File: src/rtl/dma_pkg.sv
package dma_pkg;
  localparam int unsigned DEF_ADDR_W = 20;
  localparam int unsigned DEF_CNT_W  = 16;
  localparam int unsigned DEF_DATA_W = 16;
  localparam int unsigned DEF_NCH    = 2;

  localparam logic [2:0] SEL_SRC  = 3'd0;
  localparam logic [2:0] SEL_DST  = 3'd1;
  localparam logic [2:0] SEL_RLD  = 3'd2;
  localparam logic [2:0] SEL_CNT  = 3'd3;
  localparam logic [2:0] SEL_CTRL = 3'd4;

  localparam int unsigned CB_EN   = 0;
  localparam int unsigned CB_U16  = 1;
  localparam int unsigned CB_FWD  = 2;
  localparam int unsigned CB_RPT  = 3;
  localparam int unsigned CB_SWRQ = 4;
  localparam int unsigned CB_DONE = 5;

  typedef enum logic [1:0] {
    ST_IDLE = 2'd0,
    ST_REQ  = 2'd1,
    ST_RD   = 2'd2,
    ST_WR   = 2'd3
  } bus_st_e;
endpackage

File: src/rtl/dma_chan.sv
module dma_chan
  import dma_pkg::*;
#(
  parameter int unsigned ADDR_W = DEF_ADDR_W,
  parameter int unsigned CNT_W  = DEF_CNT_W
) (
  input  logic              clk,
  input  logic              rst_n,
  input  logic              wr_en,
  input  logic [2:0]        wr_sel,
  input  logic [ADDR_W-1:0] wr_data,
  input  logic              irq_in,
  input  logic              step,
  input  logic [2:0]        rd_sel,
  output logic [ADDR_W-1:0] src_o,
  output logic [ADDR_W-1:0] dst_o,
  output logic              unit16_o,
  output logic              pend_o,
  output logic              done_o,
  output logic [ADDR_W-1:0] rdata_o
);
  localparam int unsigned CTRL_W = CB_DONE + 1;

  logic [ADDR_W-1:0] src_q, src_n, dst_q, dst_n;
  logic [CNT_W-1:0]  cnt_q, cnt_n, rld_q, rld_n;
  logic en_q, en_n, u16_q, u16_n, fwd_q, fwd_n, rpt_q, rpt_n;
  logic done_q, done_n, pend_q, pend_n, irq_q;
  logic ctrl_wr, req, last, edge_seen;
  logic [ADDR_W-1:0] inc;

  assign ctrl_wr   = wr_en && (wr_sel == SEL_CTRL);
  assign edge_seen = irq_in && !irq_q;
  assign last      = (cnt_q <= CNT_W'(1));
  assign inc       = u16_q ? ADDR_W'(2) : ADDR_W'(1);

  always_comb begin
    en_n  = en_q;
    u16_n = u16_q;
    fwd_n = fwd_q;
    rpt_n = rpt_q;
    if (step && last && !rpt_q) en_n = 1'b0;
    if (ctrl_wr) begin
      en_n  = wr_data[CB_EN];
      u16_n = wr_data[CB_U16];
      fwd_n = wr_data[CB_FWD];
      rpt_n = wr_data[CB_RPT];
    end
  end

  assign req    = edge_seen || (ctrl_wr && wr_data[CB_SWRQ]);
  assign pend_n = en_n && (req || (pend_q && !step));

  always_comb begin
    src_n = src_q;
    dst_n = dst_q;
    if (step && !fwd_q) src_n = src_q + inc;
    if (step && fwd_q)  dst_n = dst_q + inc;
    if (wr_en && wr_sel == SEL_SRC) src_n = wr_data;
    if (wr_en && wr_sel == SEL_DST) dst_n = wr_data;
  end

  always_comb begin
    cnt_n = cnt_q;
    rld_n = rld_q;
    if (step) cnt_n = last ? rld_q : cnt_q - CNT_W'(1);
    if (wr_en && wr_sel == SEL_CNT) cnt_n = wr_data[CNT_W-1:0];
    if (wr_en && wr_sel == SEL_RLD) begin
      rld_n = wr_data[CNT_W-1:0];
      cnt_n = wr_data[CNT_W-1:0];
    end
  end

  always_comb begin
    done_n = done_q;
    if (ctrl_wr)      done_n = 1'b0;
    if (step && last) done_n = 1'b1;
  end

  always_ff @(posedge clk or negedge rst_n) begin
    if (!rst_n) begin
      src_q  <= '0;
      dst_q  <= '0;
      cnt_q  <= '0;
      rld_q  <= '0;
      en_q   <= 1'b0;
      u16_q  <= 1'b0;
      fwd_q  <= 1'b0;
      rpt_q  <= 1'b0;
      done_q <= 1'b0;
      pend_q <= 1'b0;
      irq_q  <= 1'b0;
    end else begin
      src_q  <= src_n;
      dst_q  <= dst_n;
      cnt_q  <= cnt_n;
      rld_q  <= rld_n;
      en_q   <= en_n;
      u16_q  <= u16_n;
      fwd_q  <= fwd_n;
      rpt_q  <= rpt_n;
      done_q <= done_n;
      pend_q <= pend_n;
      irq_q  <= irq_in;
    end
  end

  always_comb begin
    unique case (rd_sel)
      SEL_SRC:  rdata_o = src_q;
      SEL_DST:  rdata_o = dst_q;
      SEL_RLD:  rdata_o = ADDR_W'(rld_q);
      SEL_CNT:  rdata_o = ADDR_W'(cnt_q);
      SEL_CTRL: rdata_o = ADDR_W'({done_q, 1'b0, rpt_q, fwd_q, u16_q, en_q});
      default:  rdata_o = '0;
    endcase
  end

  assign src_o    = src_q;
  assign dst_o    = dst_q;
  assign unit16_o = u16_q;
  assign pend_o   = pend_q;
  assign done_o   = done_q;

  AST_DISABLED_NOT_PENDING: assert property (@(posedge clk) disable iff (!rst_n)
    !en_q |-> !pend_q);
  AST_ONE_POINTER_MOVES: assert property (@(posedge clk) disable iff (!rst_n)
    (step && !wr_en) |=> ($stable(src_q) || $stable(dst_q)));
  AST_COUNT_REFILLS: assert property (@(posedge clk) disable iff (!rst_n)
    (step && last && !wr_en) |=> (cnt_q == $past(rld_q)));
endmodule

File: src/rtl/dma_bus_fsm.sv
module dma_bus_fsm
  import dma_pkg::*;
#(
  parameter int unsigned NCH  = DEF_NCH,
  parameter int unsigned CH_W = (NCH > 1) ? $clog2(NCH) : 1
) (
  input  logic            clk,
  input  logic            rst_n,
  input  logic [NCH-1:0]  pend,
  input  logic            bus_gnt,
  output bus_st_e         state_o,
  output logic [CH_W-1:0] act_o,
  output logic [NCH-1:0]  step_o
);
  bus_st_e         st_q, st_n;
  logic [CH_W-1:0] act_q, act_n, pick;

  always_comb begin
    pick = '0;
    for (int i = NCH - 1; i >= 0; i--) begin
      if (pend[i]) pick = CH_W'(i);
    end
  end

  always_comb begin
    st_n  = st_q;
    act_n = act_q;
    unique case (st_q)
      ST_IDLE: if ((|pend) && !bus_gnt) begin
        st_n  = ST_REQ;
        act_n = pick;
      end
      ST_REQ: begin
        if (!pend[act_q])  st_n = ST_IDLE;
        else if (bus_gnt)  st_n = ST_RD;
      end
      ST_RD:   st_n = ST_WR;
      ST_WR:   st_n = ST_IDLE;
      default: st_n = ST_IDLE;
    endcase
  end

  always_ff @(posedge clk or negedge rst_n) begin
    if (!rst_n) begin
      st_q  <= ST_IDLE;
      act_q <= '0;
    end else begin
      st_q  <= st_n;
      act_q <= act_n;
    end
  end

  generate
    for (genvar g = 0; g < NCH; g++) begin : g_step
      assign step_o[g] = (st_q == ST_WR) && (act_q == CH_W'(g));
    end
  endgenerate

  assign state_o = st_q;
  assign act_o   = act_q;

  AST_LOW_CHANNEL_WINS: assert property (@(posedge clk) disable iff (!rst_n)
    (st_q == ST_IDLE && pend[0] && !bus_gnt) |=> (act_q == '0));
  AST_READ_AFTER_GRANT: assert property (@(posedge clk) disable iff (!rst_n)
    (st_q == ST_RD) |-> $past(bus_gnt));
endmodule

File: src/rtl/dma_steal_top.sv
module dma_steal_top
  import dma_pkg::*;
#(
  parameter int unsigned ADDR_W = DEF_ADDR_W,
  parameter int unsigned CNT_W  = DEF_CNT_W,
  parameter int unsigned DATA_W = DEF_DATA_W,
  parameter int unsigned NCH    = DEF_NCH,
  parameter int unsigned CH_W   = (NCH > 1) ? $clog2(NCH) : 1
) (
  input  logic              clk,
  input  logic              rst_n,
  input  logic              reg_we,
  input  logic [CH_W-1:0]   reg_ch,
  input  logic [2:0]        reg_sel,
  input  logic [ADDR_W-1:0] reg_wdata,
  output logic [ADDR_W-1:0] reg_rdata,
  input  logic [NCH-1:0]    irq_req,
  output logic [NCH-1:0]    chan_done,
  output logic              bus_req,
  input  logic              bus_gnt,
  output logic              bus_rd,
  output logic              bus_wr,
  output logic              bus_byte,
  output logic [ADDR_W-1:0] bus_addr,
  output logic [DATA_W-1:0] bus_wdata,
  input  logic [DATA_W-1:0] bus_rdata
);
  localparam int unsigned BYTE_W = DATA_W / 2;

  logic rst_meta, rst_i;
  always_ff @(posedge clk or negedge rst_n) begin
    if (!rst_n) begin
      rst_meta <= 1'b0;
      rst_i    <= 1'b0;
    end else begin
      rst_meta <= 1'b1;
      rst_i    <= rst_meta;
    end
  end

  logic [ADDR_W-1:0] src_a [NCH];
  logic [ADDR_W-1:0] dst_a [NCH];
  logic [ADDR_W-1:0] rd_a  [NCH];
  logic [NCH-1:0]    u16_v, pend_v, step_v;
  bus_st_e           st;
  logic [CH_W-1:0]   act;

  generate
    for (genvar g = 0; g < NCH; g++) begin : g_ch
      dma_chan #(.ADDR_W(ADDR_W), .CNT_W(CNT_W)) u_chan (
        .clk      (clk),
        .rst_n    (rst_i),
        .wr_en    (reg_we && (reg_ch == CH_W'(g))),
        .wr_sel   (reg_sel),
        .wr_data  (reg_wdata),
        .irq_in   (irq_req[g]),
        .step     (step_v[g]),
        .rd_sel   (reg_sel),
        .src_o    (src_a[g]),
        .dst_o    (dst_a[g]),
        .unit16_o (u16_v[g]),
        .pend_o   (pend_v[g]),
        .done_o   (chan_done[g]),
        .rdata_o  (rd_a[g])
      );
    end
  endgenerate

  dma_bus_fsm #(.NCH(NCH), .CH_W(CH_W)) u_fsm (
    .clk     (clk),
    .rst_n   (rst_i),
    .pend    (pend_v),
    .bus_gnt (bus_gnt),
    .state_o (st),
    .act_o   (act),
    .step_o  (step_v)
  );

  logic [DATA_W-1:0] latch_q, latch_n;
  logic              cap;

  assign cap     = (st == ST_RD);
  assign latch_n = cap ? bus_rdata : latch_q;

  always_ff @(posedge clk or negedge rst_i) begin
    if (!rst_i) latch_q <= '0;
    else        latch_q <= latch_n;
  end

  assign bus_req  = (st != ST_IDLE);
  assign bus_rd   = (st == ST_RD);
  assign bus_wr   = (st == ST_WR);
  assign bus_byte = (bus_rd || bus_wr) && !u16_v[act];

  always_comb begin
    bus_addr = '0;
    if (bus_rd) bus_addr = src_a[act];
    if (bus_wr) bus_addr = dst_a[act];
  end

  always_comb begin
    bus_wdata = '0;
    if (bus_wr) bus_wdata = bus_byte ? DATA_W'(latch_q[BYTE_W-1:0]) : latch_q;
  end

  assign reg_rdata = rd_a[reg_ch];

  AST_READ_THEN_WRITE: assert property (@(posedge clk) disable iff (!rst_i)
    bus_rd |=> bus_wr);
  AST_WRITE_RELEASES_BUS: assert property (@(posedge clk) disable iff (!rst_i)
    bus_wr |=> !bus_req);
  AST_READ_GRANTED: assert property (@(posedge clk) disable iff (!rst_i)
    bus_rd |-> bus_gnt);
endmodule

File: config.mk
export PLATFORM = sky130hd
export DESIGN_NAME = dma_steal_top
export DESIGN_NICKNAME = d
export VERILOG_FILES = /design/src/rtl/dma_pkg.sv /design/src/rtl/dma_chan.sv /design/src/rtl/dma_bus_fsm.sv /design/src/rtl/dma_steal_top.sv
export SDC_FILE = /design/constraint.sdc
export NUM_CORES = 1
export LEC_CHECK = 0
export BUFFER_PORTS_ARGS = -buffer_cell sky130_fd_sc_hd__buf_4
export CAP_MARGIN = 10
export CORE_MARGIN = 2
export CORE_UTILIZATION = 25
export CTS_BUF_LIST = sky130_fd_sc_hd__clkbuf_4 sky130_fd_sc_hd__clkbuf_8 sky130_fd_sc_hd__clkbuf_16
export CTS_CLUSTER_DIAMETER = 120
export DETAILED_ROUTE_END_ITERATION = 10
export HOLD_SLACK_MARGIN = 0.15
export PLACE_DENSITY_LB_ADDON = 0.15
export SYNTH_ARGS = -nofsm -noshare
export SYNTH_HDL_FRONTEND = slang
export SYNTH_SLANG_ARGS = --single-unit
export TNS_END_PERCENT = 20
File: constraint.sdc
create_clock -name clk -period 5.7 [get_ports clk]
set_clock_uncertainty 0.2 [all_clocks]
set_input_delay 0.855 -clock clk [delete_from_list [all_inputs] [get_ports clk]]
set_output_delay 0.855 -clock clk [all_outputs]
set_load 0.1 [all_outputs]
# Yosys cells after proc, flatten, opt, wreduce, memory -nomap -nowiden
# Index checks and enable logic that the tools add are counted.
# Widths: inputs -> output; s select.
[word_totals]
regBits = 179
latch_bits = 0
ramBits = 0
rom_bits = 0
inputBits = 46
output_inout_bits = 62
elab_cells = 163
mem_count = 0
[op_classes]
n_addsub = 6
mul = 0
n_div = 0
magnitude_cmp = 5
n_eq_ne = 9
n_shift = 0
n_mux = 51
bitwise = 4
reduce_logical = 61
[op_table]
columns = ["cell", "count"]
rows = [
  ["$mux 20", 19],
  ["$pmux 20 s5", 2],
  ["$mux 16", 10],
  ["$add 20x20->20", 4],
  ["$le 16x1->1 const B", 2],
  ["$logic_and 1x1->1", 32],
  ["$sub 16x1->16 const B", 2],
  ["$mux 1", 14],
  ["$reduce_bool 2->1", 7],
  ["$logic_not 1->1", 10],
  ["$mux 2", 5],
  ["$pmux 2 s4", 1],
  ["$eq 3x2->1 const B", 2],
  ["$reduce_bool 3->1", 2],
  ["$logic_or 1x1->1", 5],
  ["$eq 2x2->1 const B", 2],
  ["$ge 2x2->1 const B", 2],
  ["$not 1->2", 2],
  ["$reduce_and 2->1", 2],
  ["$eq 3x1->1 const B", 1],
  ["$eq 3x3->1 const B", 1],
  ["$logic_not 3->1", 1],
  ["$ne 3x3->1 const B", 1],
  ["$eq 2x1->1 const B", 1],
  ["5 further kinds", 6],
]

# Depth between registers and ports, before layout
# Gate-level depths: netlist of the first run.
[depth]
depth_word = 7
depth_mapped = 9
mapped_depth_nobuf = 8

# Hierarchy
# Synthesis of the first run repeated with hierarchy kept, for this count alone.
[hier_totals]
cells_unflattened = 1223
area_unflattened_um2 = 11727.5
[modules_own_cells]
columns = ["mod", "n_inst", "cells_each", "area_per_inst_um2", "seq_area_each_um2"]
rows = [
  ["dma_chan (g_ch[1].u_chan)", 1, 522, 4953.5, 1976.9],
  ["dma_chan (g_ch[0].u_chan)", 1, 526, 4894.7, 1976.9],
  ["dma_steal_top", 1, 156, 1705.4, 450.4],
  ["dma_bus_fsm", 1, 19, 173.9, 75.1],
]

# Worst setup path before layout of the first run
# Ideal clock, no wire load.
[synth_timing]
kind = "in2out"
from = "input reg_sel[1]"
to = "output reg_rdata[12]"
arrival_time_ns = 4.105
t_required_ns = 4.645
setup_slack_ns = 0.540
stages = 7
path_buffers = 3
cell_sequence = "buf_1 -> clkbuf_1 -> clkbuf_1 -> a22oi_1 -> nand2_1 -> o21ai_0 -> o21ai_0"
[synth_via]
elab_chain_len = 5
elab_cells_between_ends = 10
classes_between = "eq/ne: 4; mux: 5; reduce/logical: 1"
[synth_lines]
columns = ["element", "line_no", "text"]
rows = [
  ["start: declaration", "dma_steal_top.sv:14", "input logic [2:0] reg_sel,"],
  ["$eq 3x3->1, or another cell as far along", "dma_chan.sv:108", "unique case (rd_sel)"],
  ["$pmux 20 s5", "dma_chan.sv:108", ""],
  ["$mux 20 (implied by the code) (*) (3 in series)", "dma_steal_top.sv:106", "assign reg_rdata = rd_a[reg_ch];"],
  ["end: declaration", "dma_steal_top.sv:16", "output logic [ADDR_W-1:0] reg_rdata,"],
]
# Every way passes the cells marked *; elsewhere a longest branch is shown, timed or not. The select of a mux whose other input is x is not followed.

# Worst setup path in the final report of the first run
[layout_timing]
from = "input reg_sel[0]"
to = "output reg_rdata[9]"
# Same word-level chain as after synthesis.

==> results of run 1 <==
report_power, final:
part	total, mW	leakage, nW	internal (mW)	switching [mW]
Clock	1.19	0.272	0.648	0.546
Sequential	2.35	2.05	1.66	0.691
Combinational	2.74	3.17	1.04	1.70
per-layer routing:
layer | up-vias | GRT usage | share of wire
li1 | 4702 | - | -
met1 | 5063 | 0.259 | 0.46
met2 | 295 | 0.294 | 0.46
met3 | 36 | 0.0403 | 0.056
met4 | 0 | 0.0479 | 0.017
met5 | - | 0 | 0
per-stage QoR:
stage / worst slack (ns) / util / total power, mW / instance area, µm²
after CTS: 1.38 / 0.293 / 6.34 / 13600
after detailed placement: 1.37 / 0.280 / 5.11 / 13000
after floorplan: 0.143 / - / 4.24 / 11700
after global placement: 1.38 / 0.280 / 5.10 / 13000
final: 1.32 / 0.293 / 6.29 / 13600
after global routing: 1.21 / 0.293 / 6.68 / 13600
timing repair:
item	4_1_cts	5_1_grt
hold endpoints to repair	2	0
hold buffers	1	0
endpoints found under the setup margin	0	0
path summary, 6_finish.rpt:
check                                                  endpoint  slack, ns
min in group clk                                rst_i$_DFF_PN0_       0.15
hold / removal             g_ch[1].u_chan.cnt_q[15]$_DFFE_PN0P_       0.14
setup reg to reg           g_ch[1].u_chan.dst_o[11]$_DFFE_PN0P_       2.25
setup / recovery                                   reg_rdata[9]       1.32
hold reg to reg            g_ch[1].u_chan.cnt_q[15]$_DFFE_PN0P_       0.14
max in group asynchronous   g_ch[0].u_chan.rld_q[6]$_DFFE_PN0P_       3.74
cell usage after synthesis (32+ instances only):
master and count:
a21oi_1 127, a22oi_1 45, and2_1 36, clkbuf_1 65, dfrtp_1 179, mux2_2 61
mux2i_1 35, nand2_1 67, nand3_1 48, nor2_1 142, nor3_1 32, o21ai_0 61
xnor2_1 43, xor2_1 42
layout make-up:
type / instances / area [µm²]
inverters: 25 / 93.8
well taps: 607 / 759
clock buffers: 23 / 489
repair buffers: 126 / 948
clock inverters: 8 / 78.8
flip-flops and latches: 179 / 4480
fillers: 4891 / 32800
multi-input cells: 975 / 6720
flip-flops by register name, indices dropped and copies added (netlist names), named ones only:
name and count:
g_ch.u_chan.cnt_q 32, g_ch.u_chan.done_o 2, g_ch.u_chan.dst_o 40, g_ch.u_chan.en_q 2, g_ch.u_chan.fwd_q 2, g_ch.u_chan.irq_q 2, g_ch.u_chan.pend_o 2, g_ch.u_chan.rld_q 32
g_ch.u_chan.rpt_q 2, g_ch.u_chan.src_o 40, g_ch.u_chan.unit16_o 2, latch_q 16, rst_i 1, rst_meta 1, u_fsm.act_o 1, u_fsm.state_o 1
kinds of logic after synthesis:
family,synth area share
AOI/OAI and AO/OA,0.160
muxes,0.137
and+or+nand+nor,0.193
xor gates and xnor gates,0.0636
adders and majority gates,0.0197
buffers and inverters,0.0431
DFF,0.383
other,0.000321
==> metrics.cfg, run 1 <==
[timing]
finalSetupViolations = 0
min_period_ns = 4.38
fin_hold_ws_ns = 0.144
rsz0062_at_grt = false
relSlewSlack = 0.232
tightest_slew_ns = 1.14
setup_tns_ns = 0
fmax_mhz = 228
drv_slew = 0
finalCritPeriodShare = 0.769
timing.final.hold_violations = 0

[setup_path]
critPathLaunchType = input port
critical_path_buf_inv_count = 2
cp_data_required_time_ns = 4.64
crit_family = simple AND/OR/NAND/NOR gates
crit_start = reg_sel[0]
cp_slowest_cell = nor2b_1
end_kind = output port
arrival_ns = 3.33
cp.depth = 7
r2r-start = u_fsm.state_o[0]$_DFFE_PN0P_
r2r.worst_path.cells = 5
max_stage_delay_ns = 0.88
critPathKind = in -> out
crit_fanout = 50
cp_cell_sequence = buf_4, nor2b_1, a221oi_1, a21oi_1, mux2i_1, nor2_1, buf_4
worst_path_most_repeated_cell = buf_4

[global_routing]
first_global_vias = 9965
antenna_found_initial = 0
grt_first_pass_wirelength_um = 66700
grt_start_max_net_pins = 68
grt_overflow = 0
grtUsageTotal = 0.187

[clocking]
root_buffer = clkbuf_16
htreeDepth = 4
cts_buffers = 17
clk_path_buf_depth = 2
cts.clk_slew.worst_paths_ns = 0.07
postCtsResizedCells = 0
post_cts_buffers = 0
clkLatencyLatePin_ns = 0.47
cts_tree = yes
cts_sinks = 179

[worst_hold_path]
hp-class = reg -> async

[routing]
drc = 0
vias_per_cell = 5.20
via_count = 10100
ant_nets = 0
drt_pass1_iterations = 5
totalWireLength_um = 44200
post_drt_wl_per_cell_um = 22.7
drtIter0Drc = 890

[logic_synthesis]
synth_cells = 1277
synthFlopType = dfrtp_1
ys_seq_area_frac = 0.383
ys_ff_latch = 179
yosysTopAreaCell = dfrtp_1
syn_area_um2 = 11700
synth_fp_nets = 1339
yosys_warnings = 0
syn_avg_cell_area_um2 = 9.16
synth_top_area_frac = 0.383
ys_async_sr_fraction = 1.00
yosys-top-cells-area = dfrtp_1, mux2_2, a21oi_1, mux4_2, nor2_1
synth_edf_count = 0
ys_types = 72

[floorplanning]
rows = 79
ios = 108
die_area_um2 = 48500
start_util = 0.252
die-width_um = 220
core_um2 = 46400
die_h_um = 220

[pwr]
power_density_nw_per_um2 = 463
p_leak_nw = 5.49
ir_drop_v = 0.000326

[layout]
final_common_cell = dfrtp_1
num_antenna_cells = 0
fin_cells = 1943
final_net_count = 1386
drive_gt1_frac = 0.196
final_cell_mix = dfrtp_1, nor2_1, a21oi_1
area_delta_synth_final_pct = 16.0

[place]
finalWeightedCongestion = 0.869
port_buffers = 107
hpwl_um = 32200
dp_cells = 1911

[run]
maxCapViolCount = 0

[outcome]
outcome = complete, no violations

Power figures use the tool's default switching activity.
==> run 2, diff against run 1 <==
clock period = 3.77 ns   (was 5.7 ns; I/O delays follow)
==> metrics.cfg, run 2 (synthesized netlist as in run 1, its figures left out) <==
[outcome]
outcome = complete, no violations

[routing]
post_drt_wl_per_cell_um = 22.3  ; -2.0%
drt_pass1_iterations = 5  ; unchanged
drtIter0Drc = 700  ; -21%
totalWireLength_um = 44300  ; +0.33%
ant_nets = 0  ; unchanged
via_count = 10200  ; +0.67%
vias_per_cell = 5.11  ; -1.7%
drc = 0  ; unchanged

[layout]
area_delta_synth_final_pct = 19.5
num_antenna_cells = 0  ; unchanged
fin_cells = 1989  ; +2.4%
final_common_cell = dfrtp_1
fin_util = 0.302  ; +0.00883
final_net_count = 1431  ; +3.2%
drive_gt1_frac = 0.209  ; +0.0130
stdcell_area_um2 = 14000  ; +3.0%
final_cell_mix = dfrtp_1, buf_4, nor2_1

[place]
finalWeightedCongestion = 0.863  ; -0.61%
port_buffers = 107  ; unchanged
place_ws_ns = 0.283  ; -1.09 ns
dp_cells = 1938  ; +1.4%
hpwl_um = 33100  ; +2.7%
dpl_cell_area_um2 = 13200  ; +1.7%

[floorplanning]
die_area_um2 = 48500  ; unchanged
rows = 79  ; unchanged
die_h_um = 220  ; unchanged
die-width_um = 220  ; unchanged
start_util = 0.252  ; unchanged
core_um2 = 46400  ; unchanged
ios = 108  ; unchanged

[timing]
drv_slew = 0  ; unchanged
finalSetupViolations = 0  ; unchanged
relSlewSlack = 0.259  ; +0.0271
timing.final.hold_violations = 0  ; unchanged
setup_ws_ns = 0.181  ; -1.14 ns
finalCritPeriodShare = 0.952
min_period_ns = 3.59
fin_hold_ws_ns = 0.149  ; +0.00510 ns
rsz0062_at_grt = false
tightest_slew_ns = 1.11  ; -0.0359 ns
setup_tns_ns = 0  ; unchanged
fmax_mhz = 279

[clocking]
root_buffer = clkbuf_16
htreeDepth = 4  ; unchanged
cts.clk_slew.worst_paths_ns = 0.06  ; about the same
cts_sinks = 179  ; unchanged
cts_buffers = 17  ; unchanged
clkLatencyLatePin_ns = 0.47  ; about the same
cts_tree = yes
clk_path_buf_depth = 2  ; unchanged

[setup_path]
end_kind = output port
crit_fanout = 34  ; -32%
critPathKind = in -> out
arrival_ns = 2.82  ; -0.51 ns
cp_data_required_time_ns = 3.00  ; -1.64 ns
critPathLaunchType = input port

[global_routing]
grt_first_pass_wirelength_um = 67500  ; +1.2%
grtUsageTotal = 0.189  ; +0.00214
grt_overflow = 0  ; unchanged
grt_start_max_net_pins = 61  ; -10%
first_global_vias = 10100  ; +1.3%
antenna_found_initial = 0  ; unchanged

[worst_hold_path]
hp-class = reg -> reg

[pwr]
ir_drop_v = 0.000415  ; +28%
p_leak_nw = 5.72  ; +4.3%
power_density_nw_per_um2 = 686  ; +48%
power.total_mw = 9.59  ; +52%

[run]
maxCapViolCount = 0  ; unchanged

[run 2: changes by cell type in the layout (fill, tap and decap cells not counted)]
cell and delta:
buf_12 +2, buf_4 +25, clkbuf_4 -2, clkinv_2 +2
clkinv_4 +1, clkinvlp_4 -3, dlygate4sd3_1 +18, inv_6 +3
nor4_1 +1, nor4_2 -1
[run 2: cell type report]
cell class	count	area (µm²)
Tap cell	607	759
Clock inverter	11	101
Inverter	25	93.8
Sequential cell	179	4480
Timing Repair Buffer	171	1360
Clock buffer	21	474
Multi-Input combinational cell	975	6710
Fill cell	4826	32400
[run 2: path summary, 6_finish.rpt]
| path | from | endpoint | slack [ns] | cells past startpoint |
|---|---|---|---|---|
| max | reg_sel[1] | reg_rdata[2] | 0.18 | 7 |
| min | rst_meta$_DFF_PN0_ | rst_i$_DFF_PN0_ | 0.15 | 0 |
| max reg2reg | g_ch[1].u_chan.unit16_o$_DFFE_PN0P_ | g_ch[1].u_chan.src_o[16]$_DFFE_PN0P_ | 0.92 | 8 |
| min reg2reg | rst_meta$_DFF_PN0_ | rst_i$_DFF_PN0_ | 0.15 | 0 |
| max in group asynchronous | rst_i$_DFF_PN0_ | g_ch[0].u_chan.rld_q[13]$_DFFE_PN0P_ | 2.23 | 1 |
| min in group asynchronous | rst_n | rst_i$_DFF_PN0_ | 0.24 | 2 |
[run 2: layer usage]
metal | vias to the layer above | wire length (µm) | GRT usage
met5 | - | 0 | 0
met2 | 309 | 20600 | 0.305
met1 | 5026 | 20600 | 0.258
met4 | 0 | 772 | 0.0481
li1 | 4796 | - | -
met3 | 33 | 2390 | 0.0366
[run 2: critical path, stage by stage]
cell and delay, ns:
buf_4 0.34, nor2b_1 0.56, a22oi_1 0.22, o221ai_1 0.23
nor2_1 0.06, o31ai_1 0.43, buf_4 0.38
[run 2: power by group]
part / leakage [nW] / switching, mW / internal, mW
logic: 3.38 / 2.57 / 1.63
registers: 2.05 / 1.06 / 2.51
clock network: 0.287 / 0.833 / 0.973
[run 2: timing repair]
action                    4_1_cts  5_1_grt
hold endpoints to repair       20        0
hold buffers                   19        0
setup buffers                   0        0
gates resized for setup         0        0
